`config.mk`:
```
export PLATFORM = sky130hd
export DESIGN_NAME = cplx_ldst_unit
export DESIGN_NICKNAME = d
export VERILOG_FILES = /design/src/rtl/cplx_ldst_pkg.sv /design/src/rtl/ldst_decode.sv /design/src/rtl/ldst_acc_fmt.sv /design/src/rtl/ldst_regs.sv /design/src/rtl/cplx_ldst_unit.sv
export SDC_FILE = /design/constraint.sdc
export NUM_CORES = 1
export LEC_CHECK = 0
export BUFFER_PORTS_ARGS = -buffer_cell sky130_fd_sc_hd__buf_2
export CAP_MARGIN = 20
export CORE_UTILIZATION = 45
export CTS_CLUSTER_SIZE = 8
export DETAILED_ROUTE_END_ITERATION = 12
export GPL_TIMING_DRIVEN = 0
export PLACE_DENSITY = 0.76
export SLEW_MARGIN = 40
export SYNTH_ARGS = -nofsm -noshare
export SYNTH_HDL_FRONTEND = slang
export SYNTH_HIERARCHICAL = 1
export SYNTH_SLANG_ARGS = --single-unit
```
`constraint.sdc`:
```
create_clock -name clk -period 2.27 [get_ports clk]
set_input_delay 0.227 -clock clk [delete_from_list [all_inputs] [get_ports clk]]
set_output_delay 0.227 -clock clk [all_outputs]
set_load 0.05 [all_outputs]
```
`src/rtl/cplx_ldst_pkg.sv`:
```
// Shared opcodes, decode record and register field positions for the
// complex accumulator load/store unit. Assumes a 5-bit opcode field.
package cplx_ldst_pkg;
    localparam int OP_W    = 5;
    localparam int RND_POS = 31;  // rounding flag in parameter register
    localparam int LEN_W   = 16;  // length field, bits LEN_W-1..0
    localparam int BASE_ZW = 17;  // low bits of base that must be zero

    typedef enum logic [OP_W-1:0] {
        OP_LPARAM = 5'b00000,
        OP_LACC   = 5'b00101,
        OP_LREP   = 5'b00110,
        OP_LBASE  = 5'b00111,
        OP_LDX    = 5'b01000,
        OP_STX    = 5'b01010,
        OP_LEXT   = 5'b10000,
        OP_STXL   = 5'b11100
    } op_e;

    typedef enum logic [2:0] {
        TGT_NONE, TGT_ACC, TGT_EXT, TGT_PARAM, TGT_REP, TGT_BASE, TGT_X
    } tgt_e;

    typedef struct packed {
        logic legal;
        logic store;
        logic half;
        tgt_e tgt;
    } dec_t;
endpackage

```
`src/rtl/ldst_decode.sv`:
```
// Opcode decoder: maps a 5-bit opcode to legality, store kind and the
// register it targets. Purely combinational; assumes nothing about timing.
module ldst_decode
    import cplx_ldst_pkg::*;
(
    input  logic [OP_W-1:0] opcode,
    output dec_t            dec
);
    // Translate the opcode into a decode record; unknown codes are illegal.
    always_comb begin
        dec = '{legal: 1'b1, store: 1'b0, half: 1'b0, tgt: TGT_NONE};
        case (op_e'(opcode))
            OP_LPARAM: dec.tgt = TGT_PARAM;
            OP_LACC:   dec.tgt = TGT_ACC;
            OP_LREP:   dec.tgt = TGT_REP;
            OP_LBASE:  dec.tgt = TGT_BASE;
            OP_LDX:    dec.tgt = TGT_X;
            OP_LEXT:   dec.tgt = TGT_EXT;
            OP_STX:    dec.store = 1'b1;
            OP_STXL: begin
                dec.store = 1'b1;
                dec.half  = 1'b1;
            end
            default:   dec.legal = 1'b0;
        endcase
    end
endmodule

```
`src/rtl/ldst_acc_fmt.sv`:
```
// Builds the accumulator images for both halves from a memory word.
// Normal mode: part 0 (low half) feeds the real side, part 1 the imaginary
// side, each placed at bits 30..15 with sign copy and rounding bit.
// Extended mode: the word shifted right by one, sign-filled, feeds both.
module ldst_acc_fmt #(
    parameter int DATA_W = 32
) (
    input  logic [DATA_W-1:0] rdata,
    input  logic              rnd,
    input  logic              ext,
    output logic [DATA_W-1:0] img_re,
    output logic [DATA_W-1:0] img_im
);
    localparam int HW = DATA_W / 2;

    logic [DATA_W-1:0] img [2];

    for (genvar h = 0; h < 2; h++) begin : g_half
        logic [HW-1:0] part;
        assign part   = rdata[h*HW +: HW];
        // Select extended or placed image for this half.
        assign img[h] = ext ? {rdata[DATA_W-1], rdata[DATA_W-1:1]}
                            : {part[HW-1], part, rnd, {(HW-2){1'b0}}};
    end

    assign img_re = img[0];
    assign img_im = img[1];
endmodule

```
`src/rtl/ldst_regs.sv`:
```
// Register bank: accumulator halves, parameter, repeat, base and X.
// Updates one target per completed load and applies the format rules for
// parameter and base loads. Assumes upd is a single-cycle strobe.
module ldst_regs
    import cplx_ldst_pkg::*;
#(
    parameter int DATA_W = 32
) (
    input  logic              clk,
    input  logic              rst_n,
    input  logic              upd,
    input  tgt_e              tgt,
    input  logic [DATA_W-1:0] rdata,
    input  logic [DATA_W-1:0] img_re,
    input  logic [DATA_W-1:0] img_im,
    output logic              fmt_bad,
    output logic              rnd,
    output logic [DATA_W-1:0] acc_re,
    output logic [DATA_W-1:0] acc_im,
    output logic [DATA_W-1:0] param_q,
    output logic [DATA_W-1:0] repeat_q,
    output logic [DATA_W-1:0] base_q,
    output logic [DATA_W-1:0] x_q
);
    logic len_ok;
    logic base_ok;

    // Format rules for the checked register loads.
    always_comb begin
        len_ok  = |rdata[LEN_W-1:0];
        base_ok = ~|rdata[BASE_ZW-1:0];
        fmt_bad = ((tgt == TGT_PARAM) && !len_ok) ||
                  ((tgt == TGT_BASE)  && !base_ok);
    end

    assign rnd = param_q[RND_POS];

    // Write the targeted register when a load completes.
    always_ff @(posedge clk) begin
        if (!rst_n) begin
            acc_re   <= '0;
            acc_im   <= '0;
            param_q  <= '0;
            repeat_q <= '0;
            base_q   <= '0;
            x_q      <= '0;
        end else if (upd) begin
            case (tgt)
                TGT_ACC, TGT_EXT: begin
                    acc_re <= img_re;
                    acc_im <= img_im;
                end
                TGT_PARAM: if (len_ok)  param_q <= rdata;
                TGT_BASE:  if (base_ok) base_q  <= rdata;
                TGT_REP:   repeat_q <= rdata;
                TGT_X:     x_q      <= rdata;
                default:   ;
            endcase
        end
    end

    // control register loads never disturb the accumulator.
    a_r5_acc_kept: assert property (@(posedge clk) disable iff (!rst_n)
        (upd && (tgt == TGT_PARAM || tgt == TGT_REP || tgt == TGT_BASE))
        |=> ($stable(acc_re) && $stable(acc_im)));

    // a base value with nonzero low bits is never held.
    a_r6_base_low_zero: assert property (@(posedge clk) disable iff (!rst_n)
        base_q[BASE_ZW-1:0] == '0);

    // bit 31 of each half always copies bit 30.
    a_r2_sign_copy: assert property (@(posedge clk) disable iff (!rst_n)
        (acc_re[DATA_W-1] == acc_re[DATA_W-2]) &&
        (acc_im[DATA_W-1] == acc_im[DATA_W-2]));
endmodule

```
`src/rtl/cplx_ldst_unit.sv`:
```
// Top of the complex accumulator load/store unit. A three-state sequencer
// (idle, access, response) takes one instruction at a time, makes one
// memory access, updates the register bank and pulses done. Assumes the
// memory returns read data the cycle after the request.
module cplx_ldst_unit
    import cplx_ldst_pkg::*;
#(
    parameter int ADDR_W = 11,
    parameter int DATA_W = 32
) (
    input  logic                   clk,
    input  logic                   rst_n,
    input  logic                   instr_valid,
    input  logic [OP_W+ADDR_W-1:0] instr,
    output logic                   instr_ready,
    output logic                   mem_req,
    output logic                   mem_we,
    output logic [1:0]             mem_be,
    output logic [ADDR_W-1:0]      mem_addr,
    output logic [DATA_W-1:0]      mem_wdata,
    input  logic [DATA_W-1:0]      mem_rdata,
    output logic                   done,
    output logic                   err_illegal,
    output logic                   err_format,
    output logic [DATA_W-1:0]      acc_re,
    output logic [DATA_W-1:0]      acc_im,
    output logic [DATA_W-1:0]      param_q,
    output logic [DATA_W-1:0]      repeat_q,
    output logic [DATA_W-1:0]      base_q,
    output logic [DATA_W-1:0]      x_q
);
    localparam int INSTR_W = OP_W + ADDR_W;
    localparam int HW      = DATA_W / 2;

    typedef enum logic [1:0] {ST_IDLE, ST_ACC, ST_RSP} st_e;

    st_e               st;
    dec_t              dec_in;
    dec_t              dec_q;
    logic [ADDR_W-1:0] addr_q;
    logic              fmt_bad;
    logic              rnd;
    logic              upd;
    logic              take;
    logic [DATA_W-1:0] img_re;
    logic [DATA_W-1:0] img_im;

    ldst_decode u_dec (
        .opcode (instr[INSTR_W-1:ADDR_W]),
        .dec    (dec_in)
    );

    ldst_acc_fmt #(.DATA_W(DATA_W)) u_fmt (
        .rdata  (mem_rdata),
        .rnd    (rnd),
        .ext    (dec_q.tgt == TGT_EXT),
        .img_re (img_re),
        .img_im (img_im)
    );

    ldst_regs #(.DATA_W(DATA_W)) u_regs (
        .clk      (clk),
        .rst_n    (rst_n),
        .upd      (upd),
        .tgt      (dec_q.tgt),
        .rdata    (mem_rdata),
        .img_re   (img_re),
        .img_im   (img_im),
        .fmt_bad  (fmt_bad),
        .rnd      (rnd),
        .acc_re   (acc_re),
        .acc_im   (acc_im),
        .param_q  (param_q),
        .repeat_q (repeat_q),
        .base_q   (base_q),
        .x_q      (x_q)
    );

    // Handshake and register-update strobes.
    always_comb begin
        instr_ready = (st == ST_IDLE);
        take        = instr_ready && instr_valid;
        upd         = (st == ST_RSP) && !dec_q.store;
    end

    // Memory port driven during the access state only.
    always_comb begin
        mem_req   = (st == ST_ACC);
        mem_we    = mem_req && dec_q.store;
        mem_be    = dec_q.half ? 2'b01 : 2'b11;
        mem_addr  = addr_q;
        mem_wdata = dec_q.half ? {{HW{1'b0}}, x_q[HW-1:0]} : x_q;
    end

    // Sequencer: accept, access, respond; post done and error flags.
    always_ff @(posedge clk) begin
        if (!rst_n) begin
            st          <= ST_IDLE;
            dec_q       <= '{legal: 1'b0, store: 1'b0, half: 1'b0, tgt: TGT_NONE};
            addr_q      <= '0;
            done        <= 1'b0;
            err_illegal <= 1'b0;
            err_format  <= 1'b0;
        end else begin
            done <= 1'b0;
            case (st)
                ST_IDLE: if (take) begin
                    addr_q <= instr[ADDR_W-1:0];
                    dec_q  <= dec_in;
                    if (!dec_in.legal) begin
                        done        <= 1'b1;
                        err_illegal <= 1'b1;
                        err_format  <= 1'b0;
                    end else begin
                        st <= ST_ACC;
                    end
                end
                ST_ACC: st <= ST_RSP;
                ST_RSP: begin
                    st          <= ST_IDLE;
                    done        <= 1'b1;
                    err_illegal <= 1'b0;
                    err_format  <= fmt_bad;
                end
                default: st <= ST_IDLE;
            endcase
        end
    end

    // one access per instruction, never two cycles in a row.
    a_r10_single_access: assert property (@(posedge clk) disable iff (!rst_n)
        mem_req |=> !mem_req);

    // completion is only posted while the unit is idle again.
    a_r10_done_idle: assert property (@(posedge clk) disable iff (!rst_n)
        done |-> instr_ready);

    // an unknown opcode finishes next cycle with no memory request.
    a_r1_illegal_quiet: assert property (@(posedge clk) disable iff (!rst_n)
        (take && !dec_in.legal) |=> (done && err_illegal && !mem_req));

    // a lower-half store never drives the upper data bits.
    a_r9_half_clean: assert property (@(posedge clk) disable iff (!rst_n)
        (mem_we && mem_be == 2'b01) |-> (mem_wdata[DATA_W-1:HW] == '0));

    // a rejected load leaves both checked registers as they were.
    a_r6_reject_keeps: assert property (@(posedge clk) disable iff (!rst_n)
        (done && err_format) |-> ($stable(param_q) && $stable(base_q)));
endmodule

```
# Word-level counts from Yosys, hierarchy flattened
# Index checks and enable logic that the tools add are counted.
word_totals:
  ff_bits: 212
  inputBits: 51
  out_inout_bits: 243
  elab_cells: 77
classes:
  n_eq_ne: 18
  n_mux: 20
  n_bitwise: 1
  reduce_logical: 24
op_table:
  columns: ["operator", "count"]
  rows:
  - ["32-bit 2-to-1 mux", 2]
  - ["3-bit one-hot mux with 6 select lines", 1]
  - ["17-bit OR reduction", 1]
  - ["16-bit OR reduction", 1]
  - ["5-bit by 3-bit == test with 1-bit output (second input constant)", 3]
  - ["15-bit 2-to-1 mux", 1]
  - ["5-bit by 4-bit == test with 1-bit output (second input constant)", 2]
  - ["5-bit == test (second input constant)", 2]
  - ["2-bit AND reduction", 5]
  - ["3-bit == test (second input constant)", 3]
  - ["1-bit 2-to-1 mux", 9]
  - ["3-bit AND reduction", 3]
  - ["8-bit OR reduction", 1]
  - ["3-bit by 2-bit == test with 1-bit output (second input constant)", 2]
  - ["2-bit 2-to-1 mux", 3]
  - ["1-bit one-hot mux with 2 select lines", 3]
  - ["1-bit logical AND", 5]
  - ["5-bit logical NOT", 1]
  - ["2-bit by 1-bit inequality test with 1-bit output (second input constant)", 2]
  - ["2-bit one-hot mux with 2 select lines", 1]
  - ["2-bit OR reduction", 2]
  - ["3-bit by 1-bit == test with 1-bit output (second input constant)", 1]
  - ["2-bit by 1-bit == test with 1-bit output (second input constant)", 1]
  - ["2-bit == test (second input constant)", 1]
  - ["other kinds (6)", 7]

# Depth between registers and ports, before layout
depth:
  word_depth: 6
  depth_mapped: 8
  depth_no_buf: 7

# Hierarchy
# Netlist, hierarchy kept.
by_module_without_submodules:
  columns: ["mod", "instances", "cells_each", "area_each_um2", "seq_area_each_um2"]
  rows:
  - ["ldst_regs", 1, 804, 7079.3, 3843.7]
  - ["cplx_ldst_unit", 1, 130, 1056.0, 420.4]
  - ["ldst_acc_fmt", 1, 67, 591.8, 0.0]
  - ["ldst_decode", 1, 18, 115.1, 0.0]

# Worst setup path before layout
# Ideal clock, no wire load.
synth_path:
  path_kind: "reg-to-reg"
  startpoint: "reg st[0]"
  endpoint: "reg u_regs.x_q[10]"
  setup_ns: 0.076
  t_arrival_ns: 1.643
  t_required_ns: 2.194
  slack_ns: 0.551
  stages_incl_launch_ff: 8
  n_path_buf: 1
  synth_period_minus_slack_ns: 1.719
  path_cell_list: "dfxtp_1 > nand2b_1 > nor2_1 > nand2_1 > nor3b_1 > clkbuf_1 > nand2_1 > a21boi_0"
synth_between:
  elab_chain_cells: 3
synth_lines:
  columns: ["item", "line", "text"]
  rows:
  - ["start, declared", "cplx_ldst_unit.sv:37", "st_e st;"]
  - ["start signal, assigned", "cplx_ldst_unit.sv:98", "st <= ST_IDLE;"]
  - ["start signal, assigned", "cplx_ldst_unit.sv:115", "st <= ST_ACC;"]
  - ["start signal, assigned", "cplx_ldst_unit.sv:118", "ST_ACC: st <= ST_RSP;"]
  - ["2-bit == test", "cplx_ldst_unit.sv:83", "upd = (st == ST_RSP) && !dec_q.store;"]
  - ["1-bit logical AND", "cplx_ldst_unit.sv:83", null]
  - ["net upd", "cplx_ldst_unit.sv:43", "logic upd;"]
  - ["2-bit AND reduction (no line)", null, null]
  - ["end signal, assigned", "ldst_regs.sv:56", "TGT_X: x_q <= rdata;"]
  - ["end, declared", "ldst_regs.sv:23", "output logic [DATA_W-1:0] x_q"]
# The timed path passes the listed nets, and every way through them passes these cells.
# A chain may end at the register's enable or synchronous reset.

# Final worst setup path
layout_path:
  startpoint: "reg st[0]"
  endpoint: "reg u_regs.acc_re[21]"
layout_between:
  elab_chain_cells: 3
layout_lines:
  columns: ["item", "line", "text"]
  rows:
  - ["2-bit == test", "cplx_ldst_unit.sv:83", null]
  - ["1-bit logical AND", "cplx_ldst_unit.sv:83", null]
  - ["net upd", "cplx_ldst_unit.sv:43", null]
  - ["2-bit AND reduction (no line)", null, null]
  - ["end signal, assigned", "ldst_regs.sv:50", "acc_re <= img_re;"]
  - ["end, declared", "ldst_regs.sv:18", "output logic [DATA_W-1:0] acc_re,"]
# The timed path passes the listed nets, and every way through them passes these cells.

==> results.sh <==
export IMPL_run_status="finished, final reports clean"
export IMPL_insertion_delay_to_the_later_sink_of_the_worst_skew_pair_ns=0.53
export IMPL_route_detailed_vias_per_inst=5.04
export IMPL_slew_violations=0
export IMPL_slowest_delay_ns=0.40
export IMPL_post_cts_buffers=0
export IMPL_std_cell_rows=50
export IMPL_via_count=8131
export IMPL_critical_path_buf_inv_count=2
export IMPL_detail_route_wirelength_mm=28.4
export IMPL_final_min_clock_period_ns=2.10
export IMPL_cp_required_ns=2.72
export IMPL_fmax_mhz=476
export IMPL_clkSinkCount=213
export IMPL_antenna_found_initial=0
export IMPL_cts_buf_count=30
export IMPL_synthesis_instances=1019
export IMPL_mapped_avg_cell_area_um2=8.68
export IMPL_dp_hpwl_mm=20.4
export IMPL_yosys_register_bits=213
export IMPL_slew_limit_headroom=0.461
export IMPL_start_util=0.466
export IMPL_rr_endpoint="u_regs/acc_re[21]"
export IMPL_synth_area_leaders="sky130_fd_sc_hd__dfxtp_1 (48%), sky130_fd_sc_hd__nand2_1 (15%), sky130_fd_sc_hd__a21boi_0 (11%), sky130_fd_sc_hd__mux2i_1 (5.3%), sky130_fd_sc_hd__buf_4 (4.3%)"
export IMPL_synth_warnings=6
export IMPL_first_pass_iters=4
export IMPL_post_place_ws_ns=-0.240
export IMPL_grt_overflow_total=0
export IMPL_h_tree_depth=1
export IMPL_grt_pass1_wl_mm=42.2
export IMPL_syn_nets=1070
export IMPL_clock_root_buffer="sky130_fd_sc_hd__clkbuf_16"
export IMPL_min_to="u_regs/x_q[23]"
export IMPL_critical_path_top_delay_family="simple AND/OR/NAND/NOR gates"
export IMPL_netlist_top_cells_count="sky130_fd_sc_hd__nand2_1 (355), sky130_fd_sc_hd__dfxtp_1 (213), sky130_fd_sc_hd__a21boi_0 (128)"
export IMPL_cts_tree="done"
export IMPL_grt_pass1_vias=7521
export IMPL_grt_start_max_net_pins=15
export IMPL_synth_cell_types=46
export IMPL_post_route_cells_drive_above_1_share=0.324
export IMPL_rsz0062_at_grt="false"
export IMPL_ff2ff_path_depth=8
export IMPL_core_region_area_mm2=0.0190
export IMPL_fin_area_mm2=0.0116
export IMPL_cap_viol_max_count=0
export IMPL_hold_class="in -> reg"
export IMPL_power_density_mw_per_mm2=706
export IMPL_worstSetupStartpointType="register"
export IMPL_place_port_buffers=291
export IMPL_path_clk_slew_ns=0.05
export IMPL_insertedDiodeCount=0
export IMPL_static_leakage_power_nw=5.31
export IMPL_area_delta_synth_final_pct=30.7
export IMPL_worstPathCellList="nand2b_1, nor2_2, nand2b_1, nor2b_1, buf_2, clkbuf_1, nand2_1, a21boi_0"
export IMPL_worst_path_most_repeated_cell="sky130_fd_sc_hd__nand2b_1"
export IMPL_crit_path_max_fanout=10
export IMPL_floorplan_die_height_um=142
export IMPL_drc_errors=0
export IMPL_finalNetCount=1404
export IMPL_vdd_ir_drop_max_uv=542
export IMPL_end_kind="register"
export IMPL_worstReg2RegStart="st[0]"
export IMPL_skew_ns=0.0160
export IMPL_synth_most_common_cell="sky130_fd_sc_hd__nand2_1"
export IMPL_chipWidth_um=142
export IMPL_grt_usage=0.273
export IMPL_min_period_over_period=0.926
export IMPL_synth_top_area_share=0.482
export IMPL_fin_ws_ns=0.169
export IMPL_postPlaceCellArea_mm2=0.0106
export IMPL_type_of_the_worst_setup_path="reg -> reg"
export IMPL_holdPathStages=3
export IMPL_slowest_stage="sky130_fd_sc_hd__clkbuf_1"
export IMPL_synth_top_flop_cell="sky130_fd_sc_hd__dfxtp_1"
export IMPL_maximum_number_of_buffers_from_clock_root_to_sink=3
export IMPL_drt_wirelength_per_cell_um=17.6
export IMPL_drt_iter0_drc=400
export IMPL_setup_reg_to_reg_worst_slack_ns=0.17
export IMPL_timing_worst_slew_pin_value_ns=0.807
export IMPL_gpl_final_weighted_congestion=0.844
export IMPL_design_die_area_mm2=0.0202
export IMPL_worst_ep_arrival_time_ns=2.56
export IMPL_seq_total_area_yosys=0.482
export IMPL_setup_violations=0
export IMPL_worstHoldStart="mem_rdata[23]"
export IMPL_post_synth_instance_area_mm2=0.00884
export IMPL_synth_enable_flop_cells=0
export IMPL_final_antenna_net_count=0
export IMPL_num_io_pins=294
export IMPL_report_final_hold_viol_count=0
export IMPL_yosys_area_top_type="sky130_fd_sc_hd__dfxtp_1"
export IMPL_synthArstFlopShare=0
[area by class of cell]
| cell class | instances | area, um^2 |
|---|---|---|
| Multi-Input combinational cell | 678 | 3840 |
| Clock inverter | 1 | 5.00 |
| Buffer | 123 | 752 |
| Fill cell | 1649 | 7400 |
| Inverter | 4 | 15.0 |
| Sequential cell | 213 | 4270 |
| Timing Repair Buffer | 303 | 1580 |
| Clock buffer | 31 | 776 |
| Tap cell | 260 | 325 |
[worst min-delay path, stage by stage]
cell and delay (ns):
sky130_fd_sc_hd__buf_2 0.15, sky130_fd_sc_hd__nand2_1 0.06, sky130_fd_sc_hd__a21boi_0 0.06
[layout by cell type, fill, tap and decap left out, drive strengths merged, types with 12 or more instances in the layout]
master       count
a21boi         128
and2            17
and3            18
buf            364
clkbuf          81
dfxtp          213
dlygate4sd3     12
mux2            17
mux2i           47
nand2          355
nand3           17
nor2b           15
o21ai           17
[sequential cells by signal, indices dropped and copies added (netlist names)]
| register | cells |
|---|---|
| u_regs/base_q | 32 |
| u_regs/param_q | 32 |
| u_regs/acc_re | 32 |
| err_format | 1 |
| mem_addr | 11 |
| dec_q | 5 |
| done | 1 |
| st | 2 |
| u_regs/acc_im | 32 |
| err_illegal | 1 |
| u_regs/x_q | 32 |
| u_regs/repeat_q | 32 |
[through the flow]
step / power [W] / cells / hold slack [ns] / util / TNS (ns)
floorplan: 0.00413 / 1019 / 0.357 / - / 0
global placement: 0.00434 / 1570 / 0.434 / 0.560 / -3.75
detailed placement: 0.00434 / 1570 / 0.438 / 0.560 / -5.00
CTS: 0.00820 / 1613 / 0.0168 / 0.609 / 0
global route: 0.00839 / 1613 / 0.0224 / 0.610 / 0
finish: 0.00816 / 1613 / 0.0240 / 0.610 / 0
[worst max-delay path by stage]
stage,from,end,slack [ns],cells past startpoint
floorplan,st[0],u_regs/x_q[10],0.55,7
global placement,st[0],u_regs/x_q[16],-0.24,7
detailed placement,st[0],u_regs/x_q[19],-0.24,7
CTS,st[0],u_regs/x_q[6],0.03,7
global route,st[0],u_regs/x_q[12],0.02,7
finish,st[0],u_regs/acc_re[21],0.17,8
[power by group]
group	leakage (nW)	internal, W	switching [W]
logic	3.20	0.000182	0.000333
clock network	0.386	0.00236	0.00151
registers	1.72	0.00377	0.0000123
[layer usage]
metal / GRT usage / wire, um / vias up
met2: 0.467 / 13600 / 297
met1: 0.334 / 11700 / 3835
met4: 0.112 / 1110 / 0
li1: - / - / 3925
met3: 0.0535 / 1950 / 74
met5: 0 / 0 / -
[logic make-up after synthesis]
group / synth area share
AND/OR/NAND/NOR: 0.225
other: 0.000424
AO/OA/AOI/OAI: 0.127
multiplexers: 0.0791
buffers and inverters: 0.0853
XOR/XNOR: 0.000991
flip-flops: 0.482
[repair_timing]
action                                 CTS  global route
hold buffers                            12             0
setup endpoints to repair               68           109
gates cloned                             0             0
endpoints found under the hold margin   12             0
gates resized for setup                  7            15
(Power assumes the default switching activity.)
